### src/rtl/vend_pkg.sv
package vend_pkg;

    // Credit held by the controller; the code is the stored state value.
    typedef enum logic [1:0] {
        CR_0  = 2'b00,
        CR_5  = 2'b01,
        CR_10 = 2'b10,
        CR_15 = 2'b11
    } credit_e;

    // Coin event seen in one cycle after sorting the two sensor lines.
    typedef enum logic [1:0] {
        COIN_NONE   = 2'b00,
        COIN_NICKEL = 2'b01,
        COIN_DIME   = 2'b10
    } coin_e;

endpackage

### src/rtl/vend_coin_sort.sv
module vend_coin_sort
    import vend_pkg::*;
(
    input  logic  nickel_i,
    input  logic  dime_i,
    output coin_e coin_o
);

    // A dime pulse wins when both lines fire together.
    always_comb begin
        if (dime_i) begin
            coin_o = COIN_DIME;
        end else if (nickel_i) begin
            coin_o = COIN_NICKEL;
        end else begin
            coin_o = COIN_NONE;
        end
    end

endmodule

### src/rtl/vend_credit_fsm.sv
module vend_credit_fsm
    import vend_pkg::*;
(
    input  logic    clk,
    input  logic    rst,
    input  coin_e   coin_i,
    output credit_e state_q,
    output credit_e state_d
);

    // State register
    always_ff @(posedge clk) begin
        if (rst) begin
            state_q <= CR_0;
        end else begin
            state_q <= state_d;
        end
    end

    // Next-state function: saturating credit add
    always_comb begin
        state_d = state_q;
        unique case (coin_i)
            COIN_NICKEL: begin
                unique case (state_q)
                    CR_0:    state_d = CR_5;
                    CR_5:    state_d = CR_10;
                    CR_10:   state_d = CR_15;
                    CR_15:   state_d = CR_15;
                    default: state_d = CR_0;
                endcase
            end
            COIN_DIME: begin
                unique case (state_q)
                    CR_0:    state_d = CR_10;
                    CR_5:    state_d = CR_15;
                    CR_10:   state_d = CR_15;
                    CR_15:   state_d = CR_15;
                    default: state_d = CR_0;
                endcase
            end
            default: state_d = state_q;
        endcase
    end

endmodule

### src/rtl/vend_release.sv
module vend_release
    import vend_pkg::*;
#(
    parameter bit RETIMED = 1'b0
) (
    input  logic    clk,
    input  logic    rst,
    input  credit_e state_q,
    input  credit_e state_d,
    output logic    open_o
);

    generate
        if (RETIMED) begin : g_retimed
            // Output flip-flop loaded from the next-state decode
            logic open_q;
            always_ff @(posedge clk) begin
                if (rst) begin
                    open_q <= 1'b0;
                end else begin
                    open_q <= (state_d == CR_15);
                end
            end
            assign open_o = open_q;
            logic unused_moore;
            assign unused_moore = &{1'b0, state_q};
        end else begin : g_moore
            // Output decoded from the present state
            assign open_o = (state_q == CR_15);
            logic unused_retime;
            assign unused_retime = &{1'b0, clk, rst, state_d};
        end
    endgenerate

endmodule

### src/rtl/vend_ctrl.sv
module vend_ctrl
    import vend_pkg::*;
#(
    parameter bit RETIMED = 1'b0
) (
    input  logic clk,
    input  logic rst,
    input  logic nickel_i,
    input  logic dime_i,
    output logic open_o
);

    coin_e   coin;
    credit_e state_q;
    credit_e state_d;

    vend_coin_sort u_sort (
        .nickel_i (nickel_i),
        .dime_i   (dime_i),
        .coin_o   (coin)
    );

    vend_credit_fsm u_fsm (
        .clk     (clk),
        .rst     (rst),
        .coin_i  (coin),
        .state_q (state_q),
        .state_d (state_d)
    );

    vend_release #(.RETIMED(RETIMED)) u_rel (
        .clk     (clk),
        .rst     (rst),
        .state_q (state_q),
        .state_d (state_d),
        .open_o  (open_o)
    );

endmodule

### config.mk
export PLATFORM = sky130hd
export DESIGN_NAME = vend_ctrl
export DESIGN_NICKNAME = d
export VERILOG_FILES = /design/src/rtl/vend_pkg.sv /design/src/rtl/vend_coin_sort.sv /design/src/rtl/vend_credit_fsm.sv /design/src/rtl/vend_release.sv /design/src/rtl/vend_ctrl.sv
export SDC_FILE = /design/constraint.sdc
export NUM_CORES = 1
export LEC_CHECK = 0
export BUFFER_PORTS_ARGS = -buffer_cell sky130_fd_sc_hd__clkbuf_2
export CAP_MARGIN = 10
export CORE_AREA = 2 2 39 41
export DETAILED_ROUTE_END_ITERATION = 10
export DIE_AREA = 0 0 41 43
export SYNTH_ARGS = -nofsm -noshare
export SYNTH_HDL_FRONTEND = slang
export SYNTH_SLANG_ARGS = --single-unit
export TNS_END_PERCENT = 100
### constraint.sdc
create_clock -name clk -period 0.8 [get_ports clk]
set_input_delay 0.08 -clock clk [delete_from_list [all_inputs] [get_ports clk]]
set_output_delay 0.08 -clock clk [all_outputs]
set_load 0.02 [all_outputs]
==> results of run 1 <==
## logic make-up after synthesis
kind of cell / share of synthesized area, %
buf+inv: 3.996
simple gates: 21.33
compound gates: 21.32
flops: 42.67
mux: 10.67
## where the power goes
| group | leakage, nW | internal (mW) | switching [mW] |
|---|---|---|---|
| clock | 0.0138 | 0.165 | 0.0532 |
| combinational | 0.0493 | 0.0374 | 0.0269 |
| sequential | 0.0171 | 0.112 | 0.00727 |
## worst max path at each step
stage                                  startpoint                            end  slack [ns]  cells after the start
floorplan           u_fsm.state_q[0]$_SDFFE_PP0P_  u_fsm.state_q[0]$_SDFFE_PP0P_        0.07                      2
global placement    u_fsm.state_q[0]$_SDFFE_PP0P_  u_fsm.state_q[0]$_SDFFE_PP0P_        0.04                      2
detailed placement  u_fsm.state_q[0]$_SDFFE_PP0P_  u_fsm.state_q[0]$_SDFFE_PP0P_        0.02                      2
CTS                 u_fsm.state_q[0]$_SDFFE_PP0P_                         open_o       -0.10                      2
global route        u_fsm.state_q[0]$_SDFFE_PP0P_                         open_o       -0.13                      2
finish              u_fsm.state_q[0]$_SDFFE_PP0P_                         open_o       -0.09                      2
## stage by stage
stage          setup TNS [ns]  total power, mW
3_3_place_gp                0           0.1565
4_1_cts               -0.1169           0.4114
6_report             -0.09230           0.4015
3_5_place_dp                0           0.1579
5_1_grt               -0.1781           0.4428
2_1_floorplan               0           0.1412
## Yosys cell counts
cell type,number
nand2_1,1
and2_0,1
a21oi_1,1
inv_1,1
and2_1,1
mux2i_1,1
nor2_1,1
dfxtp_1,2
a221oi_2,1
## layer usage
metal | vias to the layer above | track usage, %
li1 | 50 | -
met1 | 46 | 3.215
met2 | 5 | 4.688
met3 | 0 | 4.712
met4 | 0 | 6.000
met5 | - | 0
## worst register-to-register path: stages, from the launching register on
cell      delay (ns)
dfxtp_2         0.32
and2_1          0.14
a221oi_2        0.25
## area by class of cell
type,instances,area (um2),area share [%]
Sequential cell,2,42.54,22.52
Inverter,1,3.754,1.987
Timing Repair Buffer,5,41.29,21.85
Tap cell,16,20.02,10.60
Clock buffer,3,22.52,11.92
Multi-Input combinational cell,7,58.81,31.13
## repair_timing
action                     4_1_cts  5_1_grt
buffers inserted                 1        0
cloned                           0        0
hold buffers                     0        0
setup endpoints to repair        1        3
resized for setup                6        4
pin swaps                        0        2
==> results.yml, run 1 <==
drt:
  route.met3.wl_um: 32
  wl_met1_um: 101
  drt_iter0_drc: 0
  viasPerCell: 2.971
  vias: 101
  drt_wl_total_um: 239
  wl_per_cell_um: 7.029
  highest_layer: "met3"
  ant_nets: 0
  wl_met2_um: 105
  firstDrtPassIters: 1
  drcViolationCount: 0
grt:
  grt_pass1_vias: 119
  grt_pass1_wl_um: 407
  overflow: 0
  antenna_found_initial: 0
  grt.total_usage_pct: 4.317
  grt_max_degree: 5
floorplan:
  rows: 14
  die_y_um: 43
  start_util_pct: 6.781
  ioPinCount: 5
  die_w_um: 41
  core_um2: 1384
  die-area_um2: 1763
clocking:
  numCtsBuffers: 3
  clk_latency_ns: 0.22
  cts_max_level: 1
  clockBufferDepth: 2
  clock_sinks: 2
  cts_root_buffer: "clkbuf_4"
  path_clk_slew_ns: 0.03
  cts_tree: "yes"
min_path:
  hp-start: "rst"
  hp-class: "in2reg"
  worstHoldEndpoint: "u_fsm.state_q[0]$_SDFFE_PP0P_"
  whs_path_depth: 2
timing:
  setup_violations: 1
  hold_violations: 0
  rsz0062_at_grt: "true"
  skew_ns: 0.0007292
  timing.final.ws_setup_ns: -0.09230
  fin_crit_sh_pct: 111.5
  slew_violations: 0
  holdWs_ns: 0.03809
  slew_headroom_pct: 87.98
  period_minus_slack_ns: 0.8923
  max_freq_mhz: 1121
  tightest_slew_ns: 0.1769
worst_setup_path:
  critPathRequiredTime_ns: 0.72
  cp_cell_sequence: "and2_4, buf_8"
  startpoint_type: "flip-flop"
  worstReg2RegStart: "u_fsm.state_q[0]$_SDFFE_PP0P_"
  rr_endpoint: "u_fsm.state_q[0]$_SDFFE_PP0P_"
  cpMaxStageDelayCell: "dfxtp_2"
  cp_max_fo: 4
  crit_family: "flip-flops"
  max_stage_delay_ns: 0.32
  critPathArrivalTime_ns: 0.81
  setup.worst_path.class: "reg2out"
  r2r_cells: 2
  reg2reg_slack_ns: 0
  path_buf_inv: 1
  worstSetupEndpointType: "output port"
synth:
  yosysTopAreaCell: "dfxtp_1"
  synth.cell_area_um2: 93.84
  synth_cell_types: 9
  syn_avg_cell_area_um2: 9.384
  yosys_warnings: 0
  synth_top_area_share_pct: 42.67
  syn_inst: 10
  synth_area_leaders: "dfxtp_1, a221oi_2, mux2i_1"
  ys_seq_elements: 2
  seq_area_frac_synth_pct: 42.67
  syn-num-nets: 14
cells_and_area:
  fin_util_pct: 13.65
  largestRegisters: "u_fsm.state_q (2)"
  area_growth_pct: 101.3
  final_area_um2: 188.9
  layout_common_cells: "clkbuf_4, clkbuf_2, dfxtp_2"
  antennaDiodeCount: 0
  n_fill_cell: 159
  drive_above_1_share_pct: 77.78
  largest_reg_flops: 2
  regMostFlops: "u_fsm.state_q"
  nNetsFinal: 24
  instances_no_fill: 34
run:
  cap_violations: 0
placed_design:
  place_congestion: 0.4661
  dp_slack_ns: 0.02218
  numPortBuffers: 4
  placed_cell_area_um2: 133.9
  dpl.cell_count: 30
power_and_ir_drop:
  power_density_nw_per_um2: 2125
  p_leak_nw: 0.08020
  peakVddDrop_uv: 295.1
run_status:
  violations: "negative setup slack"
  status: "complete, but fails checks"
No activity file was read; power rests on OpenSTA's default activity.
==> inputs of run 2 (changes only) <==
--- a/config.mk
+++ b/config.mk
@@ -5,6 +5,7 @@
 export SDC_FILE = /design/constraint.sdc
 export NUM_CORES = 1
 export LEC_CHECK = 0
+export ABC_AREA = 1
 export BUFFER_PORTS_ARGS = -buffer_cell sky130_fd_sc_hd__clkbuf_2
 export CAP_MARGIN = 10
 export CORE_AREA = 2 2 39 41
==> run 2 against run 1 <==
Compared with the run above: clock power is essentially flat; clock skew is essentially flat; largest power group unchanged; critical path depth grew 1; register-to-register slack gained 0.10 ns; the flow still finishes with violations (negative setup slack); maximum frequency grew 3.4%; sequential share of layout area grew 1.8 points.
==> results.yml, run 2 <==
run_status:
  status: "complete, but fails checks"
  violations: "negative setup slack"
drt:
  drt_wl_total_um: 212
  wl_per_cell_um: 5.171
  viasPerCell: 2.878
  ant_nets: 0
  firstDrtPassIters: 2
  vias: 118
  drt_iter0_drc: 1
  drcViolationCount: 0
clocking:
  cts-hold-fix-buffers: 0
  numCtsBuffers: 3
  cts_max_level: 1
  clockBufferDepth: 2
  cts_tree: "yes"
  post-cts-setup-buffers: 0
  clk_latency_ns: 0.22
  cts_root_buffer: "clkbuf_4"
  path_clk_slew_ns: 0.03
  clock_sinks: 2
grt:
  grt_max_degree: 4
  overflow: 0
  met2_usage_pct: 3.125
  grt-busiest-layer: "met4"
  antenna_found_initial: 0
  use_met1_pct: 2.229
  grtUsageMet3_pct: 4.188
  grt_pass1_vias: 109
  grt_pass1_wl_um: 338
  grt.total_usage_pct: 4.004
floorplan:
  die_y_um: 43
  rows: 14
  die-area_um2: 1763
  start_util_pct: 7.324
  ioPinCount: 5
  die_w_um: 41
  core_um2: 1384
timing:
  rsz0062_at_grt: "true"
  period_minus_slack_ns: 0.8626
  slew_headroom_pct: 91.79
  fin_crit_sh_pct: 107.8
  finalSetupTns_ns: -0.06264
  max_freq_mhz: 1159
  hold_violations: 0
  tightest_slew_ns: 0.1227
  timing.final.ws_setup_ns: -0.06264
  setup_violations: 1
  slew_violations: 0
  skew_ns: 0.0007035
synth:
  synth-main-ff-cell: "dfxtp_1"
  syn_inst: 18
  ys_seq_elements: 2
  yosysMostFrequentCell: "nand2_1"
  synth_edf_count: 0
  syn_avg_cell_area_um2: 5.630
  syn-num-nets: 22
  synth_common_cells: "nand2_1, inv_1, nor2_1, dfxtp_1, a21oi_1"
  synth_top_area_share_pct: 39.51
  yosysTopAreaCell: "dfxtp_1"
  synth_cell_types: 5
  yosys_warnings: 0
  synth.cell_area_um2: 101.3
  synthArstFlopShare_pct: 0
  synth_area_leaders: "dfxtp_1, nand2_1, inv_1"
  seq_area_frac_synth_pct: 39.51
placed_design:
  dpl.cell_count: 38
  dp_slack_ns: 0.1011
  place_congestion: 0.4592
  numPortBuffers: 4
  hpwl_um: 165.5
worst_setup_path:
  reg2reg_slack_ns: 0.10
  critPathRequiredTime_ns: 0.72
  worstSetupEndpointType: "output port"
  startpoint_type: "flip-flop"
  setup.worst_path.class: "reg2out"
  critPathArrivalTime_ns: 0.78
  cp_max_fo: 3
power_and_ir_drop:
  switching_power_mw: 0.08264
  p_sw_share_pct: 21.72
  power_density_nw_per_um2: 2172
  power.total_mw: 0.3805
  power_frac_clock_pct: 57.7
  p_leak_nw: 0.1050
  peakVddDrop_uv: 232.3
  p_comb_share_pct: 11.6
  p_int_mw: 0.2979
  pwr-share-seq_pct: 30.7
cells_and_area:
  regMostFlops: "u_fsm.state_q"
  largestRegisters: "u_fsm.state_q (2)"
  nNetsFinal: 31
  drive_above_1_share_pct: 36.00
  layout_common_cells: "nand2_1, inv_1, nor2_1"
  antennaDiodeCount: 0
  largest_reg_flops: 2
  final_common_cell: "nand2_1"
  instances_no_fill: 41
  area_growth_pct: 72.84
run:
  cap_violations: 0
min_path:
  hp-class: "in2reg"
[run 2: cell types whose count changed after synthesis]
cell / change
a221oi_2: -1
and2_0: -1
and2_1: -1
inv_1: +4
mux2i_1: -1
nand2_1: +5
nor2_1: +3
[run 2: worst max-delay path: stages, from the launching register on]
cell and delay (ns):
dfxtp_2 0.32, nand2_1 0.05, inv_1 0.05, clkbuf_8 0.13
[run 2: power groups by stage]
stage	Combinational [mW]	Sequential [mW]	Clock [mW]
final	0.0440	0.117	0.220
after global routing	0.0508	0.119	0.248
after CTS	0.0446	0.117	0.235
after detailed placement	0.0401	0.117	0
after global placement	0.0401	0.116	0
after floorplan	0.0255	0.115	0
[run 2: worst paths after layout]
kind	start	cells after the start	endpoint
max	u_fsm.state_q[0]$_SDFFE_PP0P_	3	open_o
min	rst	2	u_fsm.state_q[1]$_SDFFE_PP0P_
max reg2reg	u_fsm.state_q[1]$_SDFFE_PP0P_	4	u_fsm.state_q[0]$_SDFFE_PP0P_
min reg2reg	u_fsm.state_q[0]$_SDFFE_PP0P_	2	u_fsm.state_q[1]$_SDFFE_PP0P_
[run 2: metal layers]
metal | vias to the layer above | routed length, um | part of all wire, %
met4 | 0 | 0 | 0
met1 | 48 | 71 | 33
met2 | 6 | 101 | 48
met5 | - | 0 | 0
met3 | 0 | 38 | 18
li1 | 64 | - | -
[run 2: timing repair]
item	in CTS	in global routing
cloned	0	0
pin swaps	0	1
resized for setup	4	0
setup endpoints to repair	1	1
[run 2: cells by family after synthesis]
group	count (synthesis)	share of synthesized area [%]
buffers and inverters	5	18.52
AOI/OAI and AO/OA	1	4.934
and+or+nand+nor	10	37.03
DFF	2	39.51
[run 2: layout make-up]
cell class | count | area [um2]
tap | 16 | 20.02
inverter | 5 | 18.77
timing repair buffer | 4 | 28.78
multi-input combinational | 11 | 42.54
clock buffer | 3 | 22.52
sequential | 2 | 42.54
fill | 163 | 1209
[run 2: stage by stage]
step,util (%),hold WS (ns),cell area [um2]
floorplan,-,0.1491,101.3
global placement,10.22,0.2584,141.4
CTS,12.66,0.009143,175.2
global route,12.66,0.02189,175.2
detailed placement,10.22,0.2537,141.4
finish,12.66,0.01559,175.2
==> inputs of run 3 (changes only) <==
--- a/config.mk
+++ b/config.mk
@@ -11,7 +11,9 @@
 export CORE_AREA = 2 2 39 41
 export DETAILED_ROUTE_END_ITERATION = 10
 export DIE_AREA = 0 0 41 43
+export GPL_ROUTABILITY_DRIVEN = 0
 export SYNTH_ARGS = -nofsm -noshare
 export SYNTH_HDL_FRONTEND = slang
+export SYNTH_HIERARCHICAL = 1
 export SYNTH_SLANG_ARGS = --single-unit
 export TNS_END_PERCENT = 100
==> run 3 against run 2 <==
Compared with the run above: the run still ends with negative setup slack left; clock skew is 0.0022 ns higher; synthesized cell count is 50% higher; power is 19% higher; via count is 41% higher; critical path depth stayed put; setup slack better by 0.0024 ns; design area is 67% higher; largest cell class is now multi-input gates.
==> results.yml, run 3 <==
synth:
  syn_avg_cell_area_um2: 6.302
  syn-num-nets: 33
  yosys_warnings: 6
  synth.cell_area_um2: 170.2
  syn_inst: 27
drt:
  ant_nets: 0
  viasPerCell: 3.388
  drt_iter0_drc: 1
  wl_per_cell_um: 6.082
  vias: 166
  firstDrtPassIters: 2
  drcViolationCount: 0
  drt_wl_total_um: 298
clocking:
  clockBufferDepth: 2
  clk_latency_ns: 0.22
  clock_sinks: 2
  cts_tree: "yes"
  cts_max_level: 1
  path_clk_slew_ns: 0.03
  numCtsBuffers: 3
  cts_root_buffer: "clkbuf_4"
  post-cts-setup-buffers: 0
cells_and_area:
  nNetsFinal: 41
  regMostFlops: "u_fsm/state_q"
  largestRegisters: "u_fsm/state_q (2)"
  antennaDiodeCount: 0
  layout_common_cells: "inv_1, clkbuf_4, buf_8, nand2_1"
  fin_util_pct: 21.16
  area_growth_pct: 72.06
  drive_above_1_share_pct: 54.55
  final_area_um2: 292.8
  largest_reg_flops: 2
  final_common_cell: "inv_1"
run_status:
  status: "complete, but fails checks"
  violations: "negative setup slack"
power_and_ir_drop:
  power_density_nw_per_um2: 1546
  switching_power_mw: 0.1157
  p_sw_share_pct: 25.56
  p_leak_nw: 0.1371
  p_comb_share_pct: 25.3
  peakVddDrop_uv: 499.8
  p_int_mw: 0.3369
  power_frac_clock_pct: 46.9
  pwr-share-seq_pct: 27.8
  power.total_mw: 0.4526
worst_setup_path:
  worstSetupEndpointType: "output port"
  worstReg2RegStart: "u_fsm/state_q[1]$_SDFF_PP0_"
  startpoint_type: "flip-flop"
  r2r_cells: 4
  critPathRequiredTime_ns: 0.72
  rr_endpoint: "u_fsm/state_q[1]$_SDFF_PP0_"
  critPathArrivalTime_ns: 0.78
  cp_max_fo: 5
  reg2reg_slack_ns: -0.04
  setup.worst_path.class: "reg2out"
floorplan:
  die-area_um2: 1763
  die_w_um: 41
  ioPinCount: 5
  die_y_um: 43
  rows: 14
  start_util_pct: 12.30
  core_um2: 1384
grt:
  grt_pass1_wl_um: 496
  overflow: 0
  grt_pass1_vias: 166
  grt-busiest-layer: "met2"
  grt_max_degree: 6
  met2_usage_pct: 7.500
  grtUsageMet3_pct: 4.712
  grt.total_usage_pct: 4.709
  use_met1_pct: 2.556
  antenna_found_initial: 0
timing:
  setup_violations: 3
  holdWs_ns: 0.02111
  period_minus_slack_ns: 0.8602
  max_freq_mhz: 1163
  slew_headroom_pct: 88.21
  hold_violations: 0
  fin_crit_sh_pct: 107.5
  timing.final.ws_setup_ns: -0.06020
  slew_violations: 0
  tightest_slew_ns: 0.1750
  rsz0062_at_grt: "true"
  skew_ns: 0.002909
run:
  cap_violations: 0
placed_design:
  dp_slack_ns: -0.3579
  placed_cell_area_um2: 215.2
  hpwl_um: 228.1
  numPortBuffers: 4
min_path:
  hp-start: "rst"
  hp-class: "in2reg"
  worstHoldEndpoint: "u_fsm/state_q[0]$_SDFF_PP0_"
  whs_path_depth: 2
[run 3: cell count changes in the layout (fill, tap and decap cells not counted), moves of 2 or more]
cell,previous run,this run
nand2_2,0,2
nand2_1,6,3
dfxtp_2,2,0
nand3_1,0,2
inv_2,0,2
clkbuf_2,3,1
dfxtp_4,0,2
nor2_1,4,2
buf_8,0,3
[run 3: routing by layer]
metal / vias to the layer above / routed length [um]
met2: 0 / 197
met4: 0 / 0
met3: 0 / 0
met5: - / 0
met1: 76 / 100
li1: 90 / -
[run 3: per-stage QoR]
stage	TNS (ns)	std cells
6_report	-0.1372	49
2_1_floorplan	-0.1816	27
3_3_place_gp	-0.5664	46
3_5_place_dp	-0.6113	46
4_1_cts	-0.1748	49
5_1_grt	-0.2396	49
[run 3: what timing repair did]
action | CTS | global route
gates resized for setup | 6 | 11
endpoints found under the setup margin | 3 | 3
hold buffers | 0 | 0
pin swaps | 6 | 6
[run 3: worst max path at each step]
stage / startpoint / end / slack (ns) / cells after the start
detailed placement: nickel_i / u_fsm/state_q[0]$_SDFF_PP0_ / -0.36 / 9
global placement: nickel_i / u_fsm/state_q[0]$_SDFF_PP0_ / -0.34 / 9
finish: u_fsm/state_q[0]$_SDFF_PP0_ / open_o / -0.06 / 3
floorplan: nickel_i / u_fsm/state_q[0]$_SDFF_PP0_ / -0.15 / 8
CTS: u_fsm/state_q[1]$_SDFF_PP0_ / open_o / -0.09 / 3
global route: u_fsm/state_q[0]$_SDFF_PP0_ / open_o / -0.1 / 3
[run 3: cell type report]
cell class / instances / area [um2]
Clock buffer: 3 / 22.52
Fill cell: 158 / 1091
Inverter: 8 / 40.04
Multi-Input combinational cell: 16 / 112.6
Sequential cell: 2 / 47.55
Tap cell: 16 / 20.02
Timing Repair Buffer: 4 / 50.05
[run 3: worst max-delay path: stages (launching register included)]
cell	delay (ns)
dfxtp_4	0.34
nand2_2	0.07
inv_2	0.04
buf_8	0.11
[run 3: power groups by stage]
stage	combinational [mW]	clock [mW]	sequential (mW)
after floorplan	0.0682	0	0.121
after global placement	0.0853	0	0.123
after detailed placement	0.0877	0	0.124
after CTS	0.0986	0.226	0.125
after global routing	0.130	0.233	0.127
final	0.114	0.212	0.126
